[src/rtl/operand_ea_seq.sv]
module operand_ea_seq #(
  parameter int DW = 16
) (
  input  logic          clk,
  input  logic          rst_n,
  input  logic          start,
  input  logic          has_src,
  input  logic [5:0]    src_spec,
  input  logic [5:0]    dst_spec,
  input  logic          byte_op,
  output logic [2:0]    rf_raddr,
  input  logic [DW-1:0] rf_rdata,
  output logic          rf_we,
  output logic [2:0]    rf_waddr,
  output logic [DW-1:0] rf_wdata,
  output logic          mem_req,
  output logic [DW-1:0] mem_addr,
  input  logic          mem_ack,
  input  logic [DW-1:0] mem_rdata,
  output logic          busy,
  output logic          ea_valid,
  output logic          ea_is_reg,
  output logic [2:0]    ea_reg,
  output logic [DW-1:0] ea_addr,
  output logic          ea_is_dst
);
  localparam logic [2:0]    PC_REG = 3'd7;
  localparam logic [DW-1:0] WSTEP  = DW'(2);
  localparam logic [DW-1:0] BSTEP  = DW'(1);

  typedef enum logic [2:0] {ST_IDLE, ST_EVAL, ST_IDX, ST_IADD, ST_PTR, ST_OUT} st_t;

  st_t           state;
  logic [5:0]    spec_s, spec_d;
  logic          on_dst, byte_q, isreg_q;
  logic [DW-1:0] idx_q, ptr_q, addr_q;

  wire [5:0]    cur  = on_dst ? spec_d : spec_s;
  wire [2:0]    mode = cur[5:3];
  wire [2:0]    rn   = cur[2:0];
  wire [DW-1:0] step = (byte_q && rn[2:1] != 2'b11) ? BSTEP : WSTEP;
  wire [DW-1:0] dec  = rf_rdata - step;

  assign rf_raddr  = (state == ST_IDX) ? PC_REG : rn;
  assign mem_req   = (state == ST_IDX) || (state == ST_PTR);
  assign mem_addr  = (state == ST_IDX) ? rf_rdata : ptr_q;
  assign busy      = (state != ST_IDLE);
  assign ea_valid  = (state == ST_OUT);
  assign ea_is_reg = isreg_q;
  assign ea_reg    = rn;
  assign ea_addr   = addr_q;
  assign ea_is_dst = on_dst;

  always_comb begin
    rf_we    = 1'b0;
    rf_waddr = rn;
    rf_wdata = rf_rdata + step;
    if (state == ST_EVAL) begin
      rf_we = (mode >= 3'd2) && (mode <= 3'd5);
      if (mode[2]) rf_wdata = dec;
    end else if (state == ST_IDX) begin
      rf_we    = mem_ack;
      rf_waddr = PC_REG;
      rf_wdata = rf_rdata + WSTEP;
    end
  end

  always_ff @(posedge clk) begin
    if (!rst_n) begin
      state   <= ST_IDLE;
      spec_s  <= '0;
      spec_d  <= '0;
      on_dst  <= 1'b0;
      byte_q  <= 1'b0;
      isreg_q <= 1'b0;
      idx_q   <= '0;
      ptr_q   <= '0;
      addr_q  <= '0;
    end else begin
      case (state)
        ST_IDLE: if (start) begin
          spec_s <= src_spec;
          spec_d <= dst_spec;
          byte_q <= byte_op;
          on_dst <= !has_src;
          state  <= ST_EVAL;
        end
        ST_EVAL: begin
          isreg_q <= (mode == 3'd0);
          case (mode)
            3'd0:       state <= ST_OUT;
            3'd1, 3'd2: begin addr_q <= rf_rdata; state <= ST_OUT; end
            3'd3:       begin ptr_q  <= rf_rdata; state <= ST_PTR; end
            3'd4:       begin addr_q <= dec;      state <= ST_OUT; end
            3'd5:       begin ptr_q  <= dec;      state <= ST_PTR; end
            default:    state <= ST_IDX;
          endcase
        end
        ST_IDX: if (mem_ack) begin
          idx_q <= mem_rdata;
          state <= ST_IADD;
        end
        ST_IADD: begin
          if (mode[0]) begin
            ptr_q <= rf_rdata + idx_q;
            state <= ST_PTR;
          end else begin
            addr_q <= rf_rdata + idx_q;
            state  <= ST_OUT;
          end
        end
        ST_PTR: if (mem_ack) begin
          addr_q <= mem_rdata;
          state  <= ST_OUT;
        end
        default: begin
          if (!on_dst) begin
            on_dst <= 1'b1;
            state  <= ST_EVAL;
          end else begin
            state <= ST_IDLE;
          end
        end
      endcase
    end
  end
endmodule

[config.mk]
export PLATFORM = sky130hd
export DESIGN_NAME = operand_ea_seq
export DESIGN_NICKNAME = d
export VERILOG_FILES = /design/src/rtl/operand_ea_seq.sv
export SDC_FILE = /design/constraint.sdc
export NUM_CORES = 1
export LEC_CHECK = 0
export ABC_AREA = 0
export ABC_CLOCK_PERIOD_IN_PS = 4800
export BUFFER_PORTS_ARGS = -buffer_cell sky130_fd_sc_hd__buf_2
export CAP_MARGIN = 0
export CORE_ASPECT_RATIO = 0.6
export CORE_MARGIN = 2
export CORE_UTILIZATION = 50
export CTS_CLUSTER_SIZE = 12
export DETAILED_ROUTE_END_ITERATION = 10
export HOLD_SLACK_MARGIN = 0.08
export PLACE_DENSITY = 0.75
export SETUP_SLACK_MARGIN = 0.4
export SYNTH_ARGS = -nofsm -noshare
export SYNTH_HDL_FRONTEND = slang
export SYNTH_SLANG_ARGS = --single-unit
[constraint.sdc]
create_clock -name clk -period 4.8 [get_ports clk]
set_input_delay 0.48 -clock clk [delete_from_list [all_inputs] [get_ports clk]]
set_output_delay 0.48 -clock clk [all_outputs]
set_load 0.05 [all_outputs]
-- After elaboration in Yosys (flattened, before gate mapping)
Cells that the tools add are included.
- flip-flop bits (word level): 66
- bits in latches: 0
- logic and storage cells: 79
- memories: 0
- input bits: 50
- RAM bits: 0
- output and inout port bits: 63
- bits in read-only memories: 0
- add/subtract/negate cells: 4
- $mul: 0
- equal/unequal tests: 18
- reductions and logical operators: 19
- bitwise operators: 1
- div/mod/pow operators: 0
- multiplexer cells: 26
- shift-type cells: 0
- magnitude comparators: 2
- operator list (cell ; count):
    $mux 16 ; 7
    $pmux 16 s2 ; 3
    $pmux 16 s3 ; 1
    $add 16x16->16 ; 1
    $add 16x2->16 ; 1
    $add 16x2->16 const B ; 1
    $sub 16x2->16 ; 1
    $mux 3 ; 5
    $pmux 3 s5 ; 1
    $eq 3x2->1 const B ; 4
    $eq 3x3->1 const B ; 4
    $ne 2x2->1 const B ; 6
    $reduce_or 4->1 ; 2
    $eq 3x1->1 const B ; 2
    $logic_not 3->1 ; 2
    $mux 6 ; 1
    $ne 3x1->1 const B ; 2
    $pmux 3 s2 ; 1
    $reduce_and 2->1 ; 3
    $reduce_and 3->1 ; 2
    $reduce_bool 3->1 ; 2
    $mux 1 ; 5
    $reduce_and 4->1 ; 1
    $reduce_or 2->1 ; 2
    other kinds (9) ; 10

-- Depth between registers and ports, before layout
- word-level depth: 7
- gate-level depth with buffers: 14
- mapped depth without buffers: 12

-- Least setup slack after synthesis
Ideal clock, no wire load.
- path type: reg2out
- start: register on_dst, in the netlist ea_is_dst
- end: output rf_wdata[8]
- stages on the path, launching flop included: 15
- data required time: 4.320 ns
- buffers on the path: 2
- slack: 0.112 ns
- data arrival time: 4.208 ns
- cells stage by stage: dfxtp_1 -> buf_6 -> buf_6 -> mux2i_1 -> o21ai_0 -> inv_1 -> ha_1 -> inv_1 -> fa_1 -> nor3_1 -> nor3b_1 -> nand3_1 -> a21oi_1 -> a41oi_1 -> xnor2_1
- longest elaborated chain between the ends: 7
- elaborated cells between the ends (all ways): 9
- those cells by class: 2 x add/sub; 1 x eq/ne; 5 x mux; 1 x reduce/logical
- ends and longest elaborated chain (item ; line ; text):
    start, declared ; 35 ; logic on_dst, byte_q, isreg_q;
    start signal, assigned ; 85 ; on_dst <= !has_src;
    $mux 6 * ; 38 ; wire [5:0] cur = on_dst ? spec_d : spec_s;
    $ne 2x2->1 ; 41 ; wire [DW-1:0] step = (byte_q && rn[2:1] != 2'b11) ? BSTEP : WSTEP;
    $logic_and 1x1->1 ; 41 ;
    $mux 2 ; 41 ;
    $add 16x2->16 / $sub 16x2->16 (equally long branches) ; 57, 42 ;
    $mux 16, on equally long branches ; 61, 60 ;
    $mux 16 * ; 58 ; if (state == ST_EVAL) begin
    end, declared ; 15 ; output logic [DW-1:0] rf_wdata,
Every way passes the cells marked *; elsewhere a longest branch is shown, timed or not.

-- Final worst setup path
- start: register on_dst, in the netlist ea_is_dst
- end: output rf_wdata[12]
The elaborated chain is that of the path after synthesis.

==> flow_summary.ini <==
[critical_path]
path_class = flip-flop to output pin
slowest_stage = a211oi_1
critPathCaptureType = output pin
worstSetupPathDepth = 11
cp.required_ps = 4320
startpoint = ea_is_dst
r2r_start = ea_is_dst
critPathTopFamily = compound AO/OA/AOI/OAI gates
cp-start-kind = flip-flop
slowest_delay_ps = 670
critical_path.cell_chain = mux2i_2, o21ai_1, inv_1, ha_1, fa_1, nand2_1, a211oi_1, mux2i_1, o21ai_0, xor2_1, buf_2
crit_fanout = 5
worstRegToRegCells = 13
critical_path_buf_inv_count = 2
arrival_ps = 3690

[logic_synthesis]
yosysUniqueCellTypes = 71
synth_area_um2 = 5370
synth_nets = 833
avgSynthCellArea_um2 = 7.07
syn_inst = 759
ys_async_sr_fraction = 0
synthFlopType = dfxtp_1
ys_seq_elements = 66
synth_edf_count = 0
ys_warn_count = 0
yosysSeqAreaShare = 0.246

[clock_tree]
cts-root-buf = clkbuf_16
clockBufferDepth = 2
hold_buffers = 0
worstSkewPairLatency_ps = 340
cts.sinks = 66
htree_levels = 3
numCtsBuffers = 9
cts_tree = done
clk_pin_slew_worst_paths_ps = 60

[detailed_routing]
routedWlPerCell_um = 19.3
final_antenna_net_count = 0
firstDrtPassIters = 6
wl_mm = 18.9
vias = 6145
drtIter0Drc = 947
via_per_inst = 6.28
drcViolationCount = 0

[power]
vdd_drop_max_uv = 189
power_density_nw_per_um2 = 311
power_mw = 1.95
p_leak_nw = 2.73

[place]
port_buffers = 112
hpwl_mm = 13.9
place.gp.congestion = 0.994

[hold_path]
hp-class = input port to flip-flop
min_from = dst_spec[4]
holdPathStages = 3

[layout]
area_delta_synth_final_pct = 17.1
final_cell_mix = nand2_1 (174), buf_2 (112), a21oi_1 (70)
fin_util = 0.597
layout-drive-gt1-share = 0.194
final_common_cell = nand2_1
antenna_cells = 0
nNetsFinal = 909

[timing]
worst_pin_slew_ps = 1200
max_clock_freq_mhz = 240
slew_violations = 0
fin_crit_sh = 0.868
slew_headroom = 0.195
setup_viol = 0
fin_tns_setup_ps = 0
finalHoldViolCount = 0
hold-worst-slack_ps = 385
fin_skew_ps = 10.4
period_needed_ps = 4170
rsz0062_at_grt = false

[floorplan]
core_um2 = 10500
rows = 29
fp.dieH_um = 84.3
die_w_um = 138
io_pins = 113
initial_utilization = 0.510
dieArea_um2 = 11600

[job]
cap_viol_max_count = 0

[grt]
overflow = 0
grt_antenna_before_repair = 0
grt_max_degree = 32
track_usage = 0.325
grt_pass1_vias = 5471
grt_pass1_wl_mm = 29.5

[run_status]
status = complete, no violations
## final timing paths
kind / end / slack, ps
max: rf_wdata[12] / 630
max reg2reg: ea_addr[8] / 1280
min: spec_d[4] / 380
min reg2reg: idx_q[13] / 460
## final cells by class
cell class / instances / area, µm²
Fill cell: 987 / 4240
Tap cell: 139 / 174
Clock inverter: 4 / 51.3
Inverter: 15 / 56.3
Multi-Input combinational cell: 620 / 3790
Sequential cell: 66 / 1320
Timing Repair Buffer: 123 / 643
Clock buffer: 12 / 246
## cells by family (layout without fill, tap and decap cells)
| logic type | Yosys count | in the layout | synth area share |
|---|---|---|---|
| AO/OA/AOI/OAI | 210 | 210 | 0.249 |
| XOR/XNOR | 49 | 49 | 0.0799 |
| adder cells (fa/ha/maj) | 24 | 24 | 0.0601 |
| buffers and inverters | 73 | 154 | 0.0580 |
| flip-flops | 66 | 66 | 0.246 |
| multiplexers | 20 | 20 | 0.0389 |
| AND/OR/NAND/NOR | 317 | 317 | 0.268 |
## metrics by stage
step	cells	setup WS, ps	instance area [µm²]
floorplan	759	409	5380
global placement	962	795	5940
detailed placement	962	502	5940
CTS	978	505	6260
global route	979	436	6280
finish	979	633	6280
## metal layers
metal  track usage  share of wire
met1         0.494           0.46
met2         0.464           0.41
met3        0.0803           0.12
met4        0.0612          0.014
met5             0              0
## power breakdown
group	leakage, nW	internal (mW)	switching (mW)	total [mW]
combinational	2.05	0.172	0.478	0.649
sequential	0.537	0.591	0.0342	0.625
clock	0.143	0.417	0.260	0.677
total	2.73	1.18	0.772	1.95
## cell usage after synthesis (all sizes together), types with 2 or more instances
cell | count | area (µm²)
a41oi | 4 | 35.0
a221oi | 6 | 52.6
o31a | 2 | 17.5
o22ai | 6 | 37.5
nor2b | 3 | 18.8
clkbuf | 44 | 165
or3 | 7 | 43.8
dfxtp | 66 | 1320
a21o | 7 | 52.6
o21bai | 2 | 15.0
nand3 | 16 | 80.1
mux2 | 4 | 48.8
nand2b | 4 | 25.0
or3b | 2 | 17.5
buf | 14 | 90.1
nand2 | 174 | 653
ha | 21 | 263
fa | 3 | 60.1
a31o | 2 | 17.5
and2 | 9 | 56.3
xor2 | 23 | 201
a31oi | 16 | 106
xnor2 | 26 | 228
and3 | 4 | 25.0
a2111oi | 3 | 27.5
o311ai | 2 | 17.5
o31ai | 5 | 37.5
or4 | 2 | 15.0
o21ai | 42 | 210
nand3b | 2 | 15.0
a21oi | 71 | 359
o211ai | 7 | 52.6
a22oi | 8 | 60.1
nor2 | 49 | 184
mux2i | 16 | 160
a211oi | 8 | 60.1
nor3 | 19 | 100
nor4 | 10 | 75.1
nand4 | 8 | 50.1
o32ai | 7 | 68.8
inv | 15 | 56.3
nor3b | 2 | 15.0
## worst register-to-register path: cells and delay by family, from the launching register on
kind	cells	cell delay (ps)
buf+inv	3	420
simple gates	3	670
compound gates	3	610
xor+xnor	1	190
mux	1	320
fa+ha+maj	2	690
flops	1	430
## what timing repair did
item / CTS / global route
gates cloned: 0 / 0
resized for setup: 3 / 5
setup endpoints to repair: 2 / 8
buffers inserted: 0 / 1
(Power assumes the default switching activity.)
